[src/rtl/qcond_irq_ctrl.sv]
module qcond_irq_ctrl #(
  parameter int NQ = 32,
  parameter int AW = 3
) (
  input  logic          clk,
  input  logic          rst_n,
  input  logic [NQ-1:0] q_empty,
  input  logic [NQ-1:0] q_near_empty,
  input  logic [NQ-1:0] q_near_full,
  input  logic [NQ-1:0] q_full,
  input  logic          reg_we,
  input  logic [AW-1:0] reg_addr,
  input  logic [31:0]   reg_wdata,
  output logic [31:0]   reg_rdata,
  output logic          irq
);
  localparam int NW      = NQ / 8;
  localparam int ADDR_EN = NW;
  localparam int ADDR_ST = NW + 1;

  logic [2:0]    sel [NQ];
  logic [31:0]   sel_word [NW];
  logic [NQ-1:0] en_r, stat_r, cond, cond_q, rise, clr;

  genvar q;
  generate
    for (q = 0; q < NQ; q++) begin : g_q
      logic flag;
      always_comb begin
        case (sel[q][1:0])
          2'd0:    flag = q_empty[q];
          2'd1:    flag = q_near_empty[q];
          2'd2:    flag = q_near_full[q];
          default: flag = q_full[q];
        endcase
      end
      assign cond[q] = flag ^ sel[q][2];

      always_ff @(posedge clk) begin
        if (!rst_n)
          sel[q] <= 3'd0;
        else if (reg_we && reg_addr == AW'(q / 8))
          sel[q] <= reg_wdata[4*(q%8) +: 3];
      end

      assign sel_word[q/8][4*(q%8) +: 4] = {1'b0, sel[q]};
    end
  endgenerate

  assign rise = cond & ~cond_q;
  assign clr  = (reg_we && reg_addr == AW'(ADDR_ST)) ? reg_wdata[NQ-1:0] : '0;

  always_ff @(posedge clk) begin
    if (!rst_n) begin
      en_r   <= '0;
      stat_r <= '0;
      cond_q <= '1;
    end else begin
      if (reg_we && reg_addr == AW'(ADDR_EN))
        en_r <= reg_wdata[NQ-1:0];
      stat_r <= (stat_r & ~clr) | rise;
      cond_q <= cond;
    end
  end

  always_comb begin
    reg_rdata = '0;
    for (int w = 0; w < NW; w++)
      if (reg_addr == AW'(w)) reg_rdata = sel_word[w];
    if (reg_addr == AW'(ADDR_EN)) reg_rdata = 32'(en_r);
    if (reg_addr == AW'(ADDR_ST)) reg_rdata = 32'(stat_r);
  end

  assign irq = |(stat_r & en_r);
endmodule


[config.mk]
export PLATFORM = sky130hd
export DESIGN_NAME = qcond_irq_ctrl
export DESIGN_NICKNAME = d
export VERILOG_FILES = /design/src/rtl/qcond_irq_ctrl.sv
export SDC_FILE = /design/constraint.sdc
export NUM_CORES = 1
export LEC_CHECK = 0
export ABC_CLOCK_PERIOD_IN_PS = 3480
export CORE_ASPECT_RATIO = 2
export CORE_UTILIZATION = 47
export CTS_CLUSTER_DIAMETER = 80
export CTS_CLUSTER_SIZE = 12
export DETAILED_ROUTE_END_ITERATION = 8
export PLACE_DENSITY = 0.88
export SLEW_MARGIN = 5
export SYNTH_ARGS = -nofsm -noshare
export SYNTH_HDL_FRONTEND = slang
export SYNTH_SLANG_ARGS = --single-unit
export TNS_END_PERCENT = 30
[constraint.sdc]
create_clock -name clk -period 3.48 [get_ports clk]
set_clock_uncertainty 0.2 [all_clocks]
set_input_delay 0.696 -clock clk [delete_from_list [all_inputs] [get_ports clk]]
set_output_delay 0.696 -clock clk [all_outputs]
set_load 0.1 [all_outputs]
==> reports/qor.yml <==
routing:
  avgViaCountPerCell: 5.944
  drcViolationCount: 0
  wl_um: 29880
  routedWlPerCell_um: 23.51
  drtPass1Iterations: 5
  antenna_left: 0
  vias: 7555
  first_iter_violations: 485
sta:
  fmax_ghz: 0.3099
  slew_headroom: 0.2261
  hold_ws_ps: 276.9
  min_period_over_period: 0.9272
  setup_viol: 0
  rsz0062_at_grt: "no"
  tns_ps: 0
  final_max_slew_viol_count: 0
  min_period_ps: 3227
  worstMarginPinSlew_ps: 1157
  finalHoldViolCount: 0
hold_path:
  worst_hold_path.endpoint: "stat_r[26]"
  min_from: "cond_q[26]"
  hold_class: "flip-flop to flip-flop"
  hold-path-cell-count: 2
layout:
  drive_above_1_share: 0.1766
  n_fill_cell: 1501
  layout_commonest_cell: "clkdlybuf4s50_1"
  layout.nets: 1161
  finalInstanceArea_um2: 12830
  area_growth_syn_to_layout_pct: 34.35
  final_cell_mix: "clkdlybuf4s50_1, nand2_1, and2_1, dfxtp_1, edfxtp_1"
  final_util: 0.6442
yosys:
  synth-simple-area-share: 0.1498
  syn_area_per_cell_um2: 11.83
  muxShareOfSynthArea: 0.1342
  synth_compound_area_frac: 0.1505
  ys_seq_area_frac: 0.5033
  yosysUniqueCellTypes: 32
  synth_largest_area_cell: "edfxtp_1"
  synth_top_area_share: 0.3020
  synth_xor_area_frac: 0.02936
  syn-num-nets: 973
  ys_warn_count: 0
  ys_ff_latch: 192
  synthAdderAreaFrac: 0
  synthCells: 807
  synth_top_family_by_area: "compound AO/OA/AOI/OAI gates"
  netlist_top_cells_area: "edfxtp_1, dfxtp_1, mux4_2"
  syn-cell-area_um2: 9547
worst_setup_path:
  rr_worst_depth: 3
  slowest_delay_ps: 580
  worstSetupPathType: "input port to primary output"
  path_cells: "clkdlybuf4s50_1 > nor2b_2 > buf_4 > a2bb2oi_1 > o221ai_1 > buf_12"
  cp-start-kind: "input port"
  reg2reg_to: "stat_r[28]"
  crit_slowest_cell: "clkdlybuf4s50_1"
  rr_startpoint: "sel[1][36]"
  reg2reg_setup_slack_ps: 1480
  crit_required_ps: 2580
  cp_max_fo: 10
  crit_arrival_ps: 2330
  end_kind: "primary output"
cts:
  clk_pin_slew_ps: 80
  clock-sinks: 192
  h-tree-depth: 4
  cts_root_buf: "clkbuf_16"
  insertion_delay_ps: 440
  cts_buffers: 17
  cts_tree: "done"
  clockBufferDepth: 2
  cts_hold_buf: 0
  cts_resized: 0
  post_cts_buffers: 0
floorplanning:
  fp.coreArea_um2: 19910
  dieArea_um2: 20920
  rows: 73
  die_h_um: 203.6
  initial_core_util: 0.4795
  die_x_um: 102.8
  ioPinCount: 199
global_route:
  grt_pass1_vias: 8038
  grt_pass1_wl_um: 45190
  antenna_found_initial: 1
  grt_max_degree: 116
  grt_use_total: 0.2992
  grt_overflow: 0
placement:
  place_area_um2: 12260
  io_buffers: 198
  dp_hpwl_um: 22040
  routabilityCongestion: 0.8770
flow_run:
  maxCapViolations: 0
power:
  power.density_nw_per_um2: 451.4
  static-leakage-power_uw: 0.004558
  p_comb_frac: 0.215
  pwr-share-seq: 0.461
  vdd_drop_max_v: 0.0003405
  internal-power_uw: 4087
  power.share.switching: 0.2940
  p_sw_uw: 1702
  p_clk_frac: 0.324
  total_power_uw: 5789
status:
  outcome: "complete, no violations"
==> sequential cells by signal, indices dropped and copies added (netlist names) <==
signal,cells
cond_q,32
stat_r,32
en_r,32
sel,96
==> per-stage QoR <==
step / std cells / worst slack [ps]
after floorplan: 807 / -225.1
after global placement: 1238 / 252.6
after detailed placement: 1238 / 195.7
after CTS: 1270 / 250.7
after global routing: 1271 / 145.8
final: 1271 / 253.4
==> worst max path at each step <==
stage	startpoint	end	depth (start not counted)
final	reg_addr[1]	reg_rdata[6]	6
after global routing	reg_addr[1]	reg_rdata[30]	6
after CTS	reg_addr[1]	reg_rdata[29]	6
after detailed placement	reg_addr[1]	sel[0][29]	6
after global placement	reg_addr[1]	reg_rdata[29]	6
after floorplan	reg_addr[0]	reg_rdata[29]	5
==> power by group through the flow <==
stage	sequential, uW	clock [uW]	combinational (uW)
2_1_floorplan	2670	0	711
3_3_place_gp	2710	0	1210
3_5_place_dp	2710	0	1230
4_1_cts	2670	1880	1240
5_1_grt	2690	1980	1290
6_report	2670	1880	1240
==> cell type report <==
type	instances	area (um^2)	area share
Clock buffer	19	442.9	0.03453
Multi-Input combinational cell	560	4561	0.3556
Clock inverter	13	122.6	0.009560
Timing Repair Buffer	224	2565	0.2000
Sequential cell	192	4805	0.3746
Tap cell	262	327.8	0.02556
Antenna cell	1	2.502	0.0001951
==> kinds of logic after synthesis <==
kind of cell / Yosys count
simple gates: 276
buf+inv: 55
compound gates: 164
flops: 192
xor+xnor: 32
mux: 88
==> cells in the mapped netlist <==
| cell type | count |
|---|---|
| a22oi_1 | 16 |
| and2_1 | 96 |
| buf_4 | 4 |
| clkbuf_1 | 17 |
| a2bb2oi_1 | 24 |
| mux2i_1 | 56 |
| mux4_2 | 32 |
| dfxtp_1 | 96 |
| buf_6 | 8 |
| o21ai_0 | 3 |
| nor2_1 | 10 |
| o221ai_1 | 24 |
| nand4bb_1 | 1 |
| nor2b_1 | 1 |
| o31ai_1 | 1 |
| a21boi_0 | 34 |
| nand3b_2 | 1 |
| a21boi_2 | 30 |
| and3b_1 | 1 |
| nor2_2 | 1 |
| or4_1 | 1 |
| buf_2 | 20 |
| clkbuf_2 | 6 |
| nand2b_1 | 36 |
| and4b_1 | 1 |
| nand2_1 | 121 |
| xnor2_1 | 32 |
| o2bb2ai_1 | 32 |
| nand4_1 | 4 |
| nor3_4 | 1 |
| edfxtp_1 | 96 |
| nor4bb_1 | 1 |
==> worst max-delay path: cells and delay by family <==
kind | cells | cell delay, ps
buf+inv | 3 | 1020
compound gates | 2 | 410
simple gates | 1 | 200
==> per-layer routing <==
metal / track usage / vias to the layer above / wire [um]
li1: - / 3337 / -
met1: 0.3089 / 3720 / 9705
met2: 0.5364 / 380 / 16470
met3: 0.04524 / 118 / 1700
met4: 0.2077 / 0 / 2007
met5: 0 / - / 0
Note: power is estimated with default switching activity, not from simulation.
